$ cat src/rtl/jtag_scan_pkg.sv
package jtag_scan_pkg;
  typedef enum logic [2:0] {
    ST_IDLE,
    ST_FETCH,
    ST_WALK,
    ST_SHIFT,
    ST_DONE
  } scan_st_t;

  localparam int WALK_W = 6;

  // TMS walks, bit 0 goes out first
  localparam logic [WALK_W-1:0] WALK_RESET = 6'b011111;
  localparam logic [2:0]        WALK_RESET_N = 3'd6;
  localparam logic [WALK_W-1:0] WALK_TO_DR = 6'b000001;
  localparam logic [2:0]        WALK_TO_DR_N = 3'd3;
  localparam logic [WALK_W-1:0] WALK_TO_IR = 6'b000011;
  localparam logic [2:0]        WALK_TO_IR_N = 3'd4;
  localparam logic [WALK_W-1:0] WALK_HOME = 6'b000001;
  localparam logic [2:0]        WALK_HOME_N = 3'd2;
endpackage

$ cat src/rtl/jtag_tck_div.sv
module jtag_tck_div #(
  parameter int DIV_W = 8
) (
  input  logic             clk,
  input  logic             rst_n,
  input  logic             run,
  input  logic             hold,
  input  logic [DIV_W-1:0] half_div,
  output logic             tck,
  output logic             at_lim,
  output logic             rise_ev,
  output logic             fall_ev
);
  localparam logic [DIV_W-1:0] CNT_ONE = DIV_W'(1);

  logic [DIV_W-1:0] cnt;

  assign at_lim  = (cnt == half_div);
  assign rise_ev = run && at_lim && !hold && !tck;
  assign fall_ev = run && at_lim && !hold && tck;

  always_ff @(posedge clk or negedge rst_n) begin
    if (!rst_n) begin
      cnt <= '0;
      tck <= 1'b0;
    end else if (!run) begin
      cnt <= '0;
      tck <= 1'b0;
    end else if (at_lim) begin
      if (!hold) begin
        cnt <= '0;
        tck <= ~tck;
      end
    end else begin
      cnt <= cnt + CNT_ONE;
    end
  end

  // phase may only end when the count has reached its limit
  p_phase_len_r9: assert property (@(posedge clk) disable iff (!rst_n)
    (run && !at_lim) |=> $stable(tck));

  // a stall freezes the current phase
  p_hold_freeze_r9: assert property (@(posedge clk) disable iff (!rst_n)
    (run && hold) |=> $stable(tck));
endmodule

$ cat src/rtl/jtag_rx_pack.sv
module jtag_rx_pack (
  input  logic       clk,
  input  logic       rst_n,
  input  logic       cap,
  input  logic [2:0] idx,
  input  logic       last,
  input  logic       tdo,
  input  logic       rx_ready,
  output logic [7:0] rx_data,
  output logic       rx_valid
);
  logic [7:0] acc;
  logic [7:0] merged;

  always_comb begin
    merged      = acc;
    merged[idx] = tdo;
  end

  always_ff @(posedge clk or negedge rst_n) begin
    if (!rst_n) begin
      acc      <= '0;
      rx_data  <= '0;
      rx_valid <= 1'b0;
    end else begin
      if (rx_valid && rx_ready) rx_valid <= 1'b0;
      if (cap) begin
        if (last) begin
          rx_data  <= merged;
          rx_valid <= 1'b1;
          acc      <= '0;
        end else begin
          acc <= merged;
        end
      end
    end
  end

  // offered byte holds until taken
  p_rx_hold_r10: assert property (@(posedge clk) disable iff (!rst_n)
    (rx_valid && !rx_ready) |=> (rx_valid && $stable(rx_data)));

  // no capture while a byte is still waiting
  p_no_overrun_r10: assert property (@(posedge clk) disable iff (!rst_n)
    cap |-> !rx_valid);
endmodule

$ cat src/rtl/jtag_scan_master.sv
module jtag_scan_master
  import jtag_scan_pkg::*;
#(
  parameter int LEN_W = 16,
  parameter int DIV_W = 8
) (
  input  logic             clk,
  input  logic             rst_n,
  input  logic             start,
  input  logic             tap_reset,
  input  logic             sel_ir,
  input  logic [LEN_W-1:0] len_bits,
  input  logic [DIV_W-1:0] half_div,
  input  logic [7:0]       tx_data,
  input  logic             tx_valid,
  output logic             tx_ready,
  output logic [7:0]       rx_data,
  output logic             rx_valid,
  input  logic             rx_ready,
  output logic             tck,
  output logic             tms,
  output logic             tdi,
  input  logic             tdo,
  output logic             done,
  output logic             ok
);
  localparam logic [LEN_W-1:0] LEN_ONE = LEN_W'(1);
  localparam logic [LEN_W-1:0] LEN_TWO = LEN_W'(2);

  scan_st_t          st;
  logic              ir_q;
  logic [DIV_W-1:0]  div_q;
  logic [WALK_W-1:0] wpat;
  logic [2:0]        wcnt;
  logic              to_shift;
  logic [7:0]        sh_tx;
  logic [2:0]        bcnt;
  logic [2:0]        nxt_idx;
  logic [LEN_W-1:0]  rem;
  logic              tms_q, tdi_q, ok_q;

  logic run, hold, need_byte, last_bit;
  logic at_lim, rise_ev, fall_ev;

  assign nxt_idx   = bcnt + 3'd1;
  assign last_bit  = (rem == LEN_ONE);
  assign run       = (st == ST_WALK) || (st == ST_SHIFT);
  assign need_byte = (st == ST_SHIFT) && tck && (bcnt == 3'd7) && !last_bit;
  assign hold      = (need_byte && !tx_valid) || (!tck && rx_valid);
  assign tx_ready  = (st == ST_FETCH) || (need_byte && at_lim);
  assign tms       = tms_q;
  assign tdi       = tdi_q;
  assign done      = (st == ST_DONE);
  assign ok        = ok_q;

  jtag_tck_div #(.DIV_W(DIV_W)) u_div (
    .clk     (clk),
    .rst_n   (rst_n),
    .run     (run),
    .hold    (hold),
    .half_div(div_q),
    .tck     (tck),
    .at_lim  (at_lim),
    .rise_ev (rise_ev),
    .fall_ev (fall_ev)
  );

  jtag_rx_pack u_rx (
    .clk     (clk),
    .rst_n   (rst_n),
    .cap     (rise_ev && (st == ST_SHIFT)),
    .idx     (bcnt),
    .last    ((bcnt == 3'd7) || last_bit),
    .tdo     (tdo),
    .rx_ready(rx_ready),
    .rx_data (rx_data),
    .rx_valid(rx_valid)
  );

  always_ff @(posedge clk or negedge rst_n) begin
    if (!rst_n) begin
      st       <= ST_IDLE;
      ir_q     <= 1'b0;
      div_q    <= '0;
      wpat     <= '0;
      wcnt     <= '0;
      to_shift <= 1'b0;
      sh_tx    <= '0;
      bcnt     <= '0;
      rem      <= '0;
      tms_q    <= 1'b0;
      tdi_q    <= 1'b0;
      ok_q     <= 1'b0;
    end else begin
      case (st)
        ST_IDLE: if (start) begin
          div_q <= half_div;
          ir_q  <= sel_ir;
          if (tap_reset) begin
            wpat     <= WALK_RESET;
            wcnt     <= WALK_RESET_N;
            to_shift <= 1'b0;
            tms_q    <= WALK_RESET[0];
            st       <= ST_WALK;
          end else if (len_bits == '0) begin
            ok_q <= 1'b0;
            st   <= ST_DONE;
          end else begin
            rem <= len_bits;
            st  <= ST_FETCH;
          end
        end
        ST_FETCH: if (tx_valid) begin
          sh_tx    <= tx_data;
          bcnt     <= '0;
          wpat     <= ir_q ? WALK_TO_IR : WALK_TO_DR;
          wcnt     <= ir_q ? WALK_TO_IR_N : WALK_TO_DR_N;
          to_shift <= 1'b1;
          tms_q    <= 1'b1;
          st       <= ST_WALK;
        end
        ST_WALK: if (fall_ev) begin
          if (wcnt == 3'd1) begin
            if (to_shift) begin
              tms_q <= last_bit;
              tdi_q <= sh_tx[0];
              st    <= ST_SHIFT;
            end else begin
              tms_q <= 1'b0;
              ok_q  <= 1'b1;
              st    <= ST_DONE;
            end
          end else begin
            wpat  <= wpat >> 1;
            tms_q <= wpat[1];
            wcnt  <= wcnt - 3'd1;
          end
        end
        ST_SHIFT: if (fall_ev) begin
          if (last_bit) begin
            wpat     <= WALK_HOME;
            wcnt     <= WALK_HOME_N;
            to_shift <= 1'b0;
            tms_q    <= WALK_HOME[0];
            tdi_q    <= 1'b0;
            st       <= ST_WALK;
          end else begin
            rem   <= rem - LEN_ONE;
            bcnt  <= nxt_idx;
            tms_q <= (rem == LEN_TWO);
            if (bcnt == 3'd7) begin
              sh_tx <= tx_data;
              tdi_q <= tx_data[0];
            end else begin
              tdi_q <= sh_tx[nxt_idx];
            end
          end
        end
        default: st <= ST_IDLE;
      endcase
    end
  end

  // quiet pins while idle
  p_idle_quiet_r5: assert property (@(posedge clk) disable iff (!rst_n)
    (st == ST_IDLE) |-> (!tck && !tms));

  // pins hold through the high phase
  p_pins_hold_r6: assert property (@(posedge clk) disable iff (!rst_n)
    (tck && !fall_ev) |=> ($stable(tdi) && $stable(tms)));

  // zero length finishes at once with failure
  p_zero_len_r7: assert property (@(posedge clk) disable iff (!rst_n)
    ((st == ST_IDLE) && start && !tap_reset && (len_bits == '0)) |=> (done && !ok));

  // mid-scan byte taken only on the falling edge that uses it
  p_tx_on_edge_r10: assert property (@(posedge clk) disable iff (!rst_n)
    (tx_valid && tx_ready && (st == ST_SHIFT)) |-> fall_ev);

  // done is a single-cycle pulse
  p_done_pulse_r11: assert property (@(posedge clk) disable iff (!rst_n)
    done |=> !done);
endmodule

$ cat config.mk
export PLATFORM = sky130hd
export DESIGN_NAME = jtag_scan_master
export DESIGN_NICKNAME = d
export VERILOG_FILES = /design/src/rtl/jtag_scan_pkg.sv /design/src/rtl/jtag_tck_div.sv /design/src/rtl/jtag_rx_pack.sv /design/src/rtl/jtag_scan_master.sv
export SDC_FILE = /design/constraint.sdc
export NUM_CORES = 1
export LEC_CHECK = 0
export ABC_AREA = 0
export BUFFER_PORTS_ARGS = -buffer_cell sky130_fd_sc_hd__buf_2
export CORE_ASPECT_RATIO = 1.1
export CORE_MARGIN = 3
export CORE_UTILIZATION = 55
export CTS_BUF_LIST = sky130_fd_sc_hd__clkbuf_8
export CTS_CLUSTER_SIZE = 14
export DETAILED_ROUTE_END_ITERATION = 8
export HOLD_SLACK_MARGIN = 0.05
export PLACE_DENSITY = 0.72
export SYNTH_ARGS = -nofsm -noshare
export SYNTH_HDL_FRONTEND = slang
export SYNTH_SLANG_ARGS = --single-unit
export TNS_END_PERCENT = 5
$ cat constraint.sdc
create_clock -name clk -period 2.62 [get_ports clk]
set_input_delay 0.393 -clock clk [delete_from_list [all_inputs] [get_ports clk]]
set_output_delay 0.393 -clock clk [all_outputs]
set_load 0.005 [all_outputs]
==> metrics.txt <==
# TYPE chip_impl_metric gauge
chip_impl_metric{name="synthArstFlopShare",unit="%"} 100.0
chip_impl_metric{name="hpwl",unit="um"} 7318
chip_impl_metric{name="design.portCount",unit=""} 55
chip_impl_metric{name="place.gp.congestion",unit=""} 0.8933
chip_impl_info{name="timing.rr.start",value="rem[1]"} 1
chip_impl_metric{name="max_slew.worst_pin.slew",unit="ns"} 0.9600
chip_impl_metric{name="detail_route.iter0.violations",unit=""} 272
chip_impl_metric{name="sink_count_of_the_clock_tree",unit=""} 76
chip_impl_metric{name="floorplan.core_area",unit="um^2"} 7639
chip_impl_metric{name="final_layout_size_suffix_gt1_share",unit="%"} 22.44
chip_impl_info{name="worstPathCellList",value="xor2_1, nor4_4, and2_1, nand4_1, a21oi_1, buf_2"} 1
chip_impl_metric{name="worstPathRequired",unit="ns"} 2.23
chip_impl_metric{name="synth_register_bits",unit=""} 76
chip_impl_info{name="tritoncts",value="done"} 1
chip_impl_metric{name="htree_levels",unit=""} 3
chip_impl_metric{name="p_seq_share",unit="%"} 45.7
chip_impl_metric{name="worst_path_largest_cell_delay",unit="ns"} 0.49
chip_impl_metric{name="routed_wl",unit="um"} 10180
chip_impl_metric{name="synth_top_cell_area_share",unit="%"} 43.17
chip_impl_metric{name="p_leak",unit="nW"} 2.208
chip_impl_metric{name="clock_skew",unit="ns"} 0.01434
chip_impl_metric{name="syn-cell-area",unit="um^2"} 4405
chip_impl_metric{name="setup-tns-final",unit="ns"} 0
chip_impl_metric{name="number_of_hold_violations_in_the_final_report",unit=""} 0
chip_impl_metric{name="timing.critical_path.fanout_max",unit=""} 4
chip_impl_metric{name="antenna_cells",unit=""} 0
chip_impl_metric{name="synth-seq-area-share",unit="%"} 43.17
chip_impl_metric{name="cellInternalPower",unit="mW"} 2.766
chip_impl_metric{name="place.port_buffers",unit=""} 54
chip_impl_metric{name="start_util",unit="%"} 57.67
chip_impl_metric{name="synth.net_count",unit=""} 507
chip_impl_metric{name="aggregate_global_route_resource_usage",unit="%"} 23.80
chip_impl_metric{name="ir_worst_vdd",unit="V"} 0.0004868
chip_impl_info{name="synth.top_cells.by_area",value="sky130_fd_sc_hd__dfrtp_1 (43%), sky130_fd_sc_hd__a21oi_1 (4.4%), sky130_fd_sc_hd__nor2_1 (3.9%), sky130_fd_sc_hd__mux2_1 (3.3%), sky130_fd_sc_hd__mux2_2 (3.3%)"} 1
chip_impl_metric{name="fin_cells",unit=""} 622
chip_impl_metric{name="num_vias",unit=""} 3711
chip_impl_metric{name="finalCritPeriodShare",unit="%"} 97.00
chip_impl_metric{name="grt_first_pass_wirelength",unit="um"} 17510
chip_impl_metric{name="drv.max_cap_violation_count",unit=""} 0
chip_impl_metric{name="timing.reg2reg.worst_path_depth",unit=""} 9
chip_impl_metric{name="netlist_instances",unit=""} 459
chip_impl_metric{name="ctsHoldBuffers",unit=""} 0
chip_impl_info{name="ys.flop_type",value="sky130_fd_sc_hd__dfrtp_1"} 1
chip_impl_info{name="crit_type",value="reg2out"} 1
chip_impl_metric{name="worst-endpoint-arrival",unit="ns"} 2.15
chip_impl_metric{name="worst-path-buf-inv",unit=""} 1
chip_impl_info{name="r2r_end",value="rem[5]"} 1
chip_impl_info{name="critPathLaunchType",value="flop"} 1
chip_impl_metric{name="ant_nets",unit=""} 0
chip_impl_metric{name="grt_start_max_net_pins",unit=""} 77
chip_impl_metric{name="area_growth",unit="%"} 14.43
chip_impl_metric{name="avgViaCountPerCell",unit=""} 5.966
chip_impl_info{name="min_path_type",value="in2async"} 1
chip_impl_metric{name="clock_power_share",unit="%"} 22.9
chip_impl_metric{name="max_freq",unit="GHz"} 0.3935
chip_impl_metric{name="ys_types",unit=""} 65
chip_impl_metric{name="setup-violations-final",unit=""} 0
chip_impl_metric{name="r2r_slack",unit="ns"} 0.19
chip_impl_metric{name="antenna_violations_before_repair",unit=""} 0
chip_impl_metric{name="comb_power_share",unit="%"} 31.5
chip_impl_metric{name="total_nets_final",unit=""} 561
chip_impl_info{name="outcome",value="finished, final reports clean"} 1
chip_impl_info{name="cell_family_with_most_cp_delay",value="simple AND/OR/NAND/NOR gates"} 1
chip_impl_info{name="post-synth-top-count-cell",value="sky130_fd_sc_hd__dfrtp_1"} 1
chip_impl_metric{name="sw_frac_of_total",unit="%"} 35.38
chip_impl_metric{name="total_switching_power",unit="mW"} 1.514
chip_impl_metric{name="number_of_global_route_vias_before_repair",unit=""} 3683
chip_impl_metric{name="cts_buffer_depth",unit=""} 2
chip_impl_metric{name="drt-pass1-iter-count",unit=""} 5
chip_impl_metric{name="fp.dieW",unit="um"} 91.34
chip_impl_info{name="grt_setup_unrepaired",value="true"} 1
chip_impl_metric{name="timing.slew.headroom",unit="%"} 36.00
chip_impl_metric{name="clock_latency",unit="ns"} 0.36
chip_impl_info{name="yosys-top-cells-count",value="sky130_fd_sc_hd__dfrtp_1 (76), sky130_fd_sc_hd__nor2_1 (46), sky130_fd_sc_hd__a21oi_1 (39)"} 1
chip_impl_metric{name="yosysWarnings",unit=""} 0
chip_impl_metric{name="cts_inserted_buffers",unit=""} 9
chip_impl_metric{name="number_of_remaining_drc_errors",unit=""} 0
chip_impl_metric{name="die_area",unit="um^2"} 9121
chip_impl_metric{name="globalRoute.totalOverflow",unit=""} 0
chip_impl_info{name="cpMaxStageDelayCell",value="sky130_fd_sc_hd__nor4_4"} 1
chip_impl_metric{name="count_of_flip_flops_with_a_built_in_enable_after_synthesis",unit=""} 0
chip_impl_metric{name="fp-row-count",unit=""} 33
chip_impl_info{name="clock_tree.root_cell",value="sky130_fd_sc_hd__clkbuf_8"} 1
chip_impl_metric{name="timing.final.max_slew_violations",unit=""} 0
chip_impl_info{name="largest_area_contributor_in_the_synthesized_netlist",value="sky130_fd_sc_hd__dfrtp_1"} 1
chip_impl_metric{name="dp_cells",unit=""} 606
chip_impl_info{name="worstSetupEndpointType",value="primary output"} 1
chip_impl_metric{name="clk_transition_reported_paths",unit="ns"} 0.09
chip_impl_metric{name="post-route-min-period",unit="ns"} 2.541
chip_impl_metric{name="power-per-cell-area",unit="nW/um^2"} 849.0
chip_impl_metric{name="wl_per_cell",unit="um"} 16.36
chip_impl_metric{name="postSynthAreaPerCell",unit="um^2"} 9.598
chip_impl_metric{name="die_ht",unit="um"} 99.87
cells by family (layout without fill, tap and decap cells):
kind of cell	after synthesis	after routing	share of synthesized area, %
mux	35	35	9.259
fa+ha+maj	8	8	2.272
xor+xnor	9	9	1.789
buf+inv	40	98	3.834
compound gates	123	123	18.60
flops	76	76	43.17
simple gates	168	168	21.07
cell type report:
cell class	count	area, um^2
fillers	658	2597
multi-input cells	343	2350
flip-flops and latches	76	1902
repair buffers	68	390.4
well taps	105	131.4
clock buffers	9	123.9
clock inverters	6	87.58
inverters	15	56.30
layout by cell type, fill, tap and decap left out, types with 8 or more instances in the layout:
cell type                  instances
sky130_fd_sc_hd__dfrtp_1          76
sky130_fd_sc_hd__buf_2            53
sky130_fd_sc_hd__ha_1              8
sky130_fd_sc_hd__nor3_1           16
sky130_fd_sc_hd__nand3_1          12
sky130_fd_sc_hd__buf_4            14
sky130_fd_sc_hd__o22a_1           10
sky130_fd_sc_hd__xor2_1            8
sky130_fd_sc_hd__o21ai_1          17
sky130_fd_sc_hd__clkbuf_8          9
sky130_fd_sc_hd__inv_1            15
sky130_fd_sc_hd__nand2_1          27
sky130_fd_sc_hd__nor2_1           45
sky130_fd_sc_hd__nand3b_1          8
sky130_fd_sc_hd__a21oi_1          39
sky130_fd_sc_hd__mux2_2           13
sky130_fd_sc_hd__mux2_1           13
sky130_fd_sc_hd__nor4_1            9
stage by stage:
stage                     area, um^2  hold WS [ns]  util [%]  worst slack [ns]  total power, mW
final                           5041        0.1738     66.00           0.07872            4.280
after global routing            5041        0.2337     66.00          -0.02887            4.574
after CTS                       5026        0.2289     65.80           0.07995            4.290
after detailed placement        4815        0.4737     63.03            0.1355            3.310
after global placement          4815        0.4637     63.03            0.2561            3.229
after floorplan                 4405       0.09741         -            0.5190            2.915
timing repair:
action                     in CTS  in global routing
gates resized for setup         0                  1
hold endpoints to repair        0                  0
setup buffers                   0                  1
setup endpoints to repair       0                 10
flip-flops by register name (all words and copies together), names as in the netlist:
register       cells
sh_tx              8
to_shift           1
wcnt               3
div_q              8
u_rx.rx_valid      1
wpat               4
u_div.cnt          8
ok                 1
u_rx.rx_data       8
tdi                1
bcnt               3
tms                1
rem               16
ir_q               1
st                 3
u_div.tck          1
u_rx.acc           8
layer usage:
metal  up-vias  GRT usage, %  part of all wire [%]  wire [um]
met5         -             0                     0          0
met4         0         10.90                   1.9        193
met2       106         37.66                    48       4862
li1       1800             -                     -          -
met1      1788         32.53                    46       4645
met3        17         3.598                   4.7        477
power groups by stage:
stage	Clock, mW	Combinational [mW]	Sequential [mW]
2_1_floorplan	0	1.05	1.86
3_3_place_gp	0	1.29	1.94
3_5_place_dp	0	1.34	1.97
4_1_cts	0.993	1.35	1.95
5_1_grt	1.04	1.52	2.02
6_report	0.978	1.35	1.96
how the worst max path moves through the flow:
stage                       from         endpoint  slack [ns]  depth (start not counted)
global route        u_div.cnt[1]         tx_ready       -0.03                          6
floorplan                 rem[1]  u_rx.rx_data[4]        0.52                          8
detailed placement  u_div.cnt[1]         sh_tx[5]        0.14                          6
global placement          rem[1]           rem[7]        0.26                          9
finish              u_div.cnt[1]         tx_ready        0.08                          6
CTS                       rem[1]         tx_ready        0.08                          7
(Power assumes the default switching activity.)
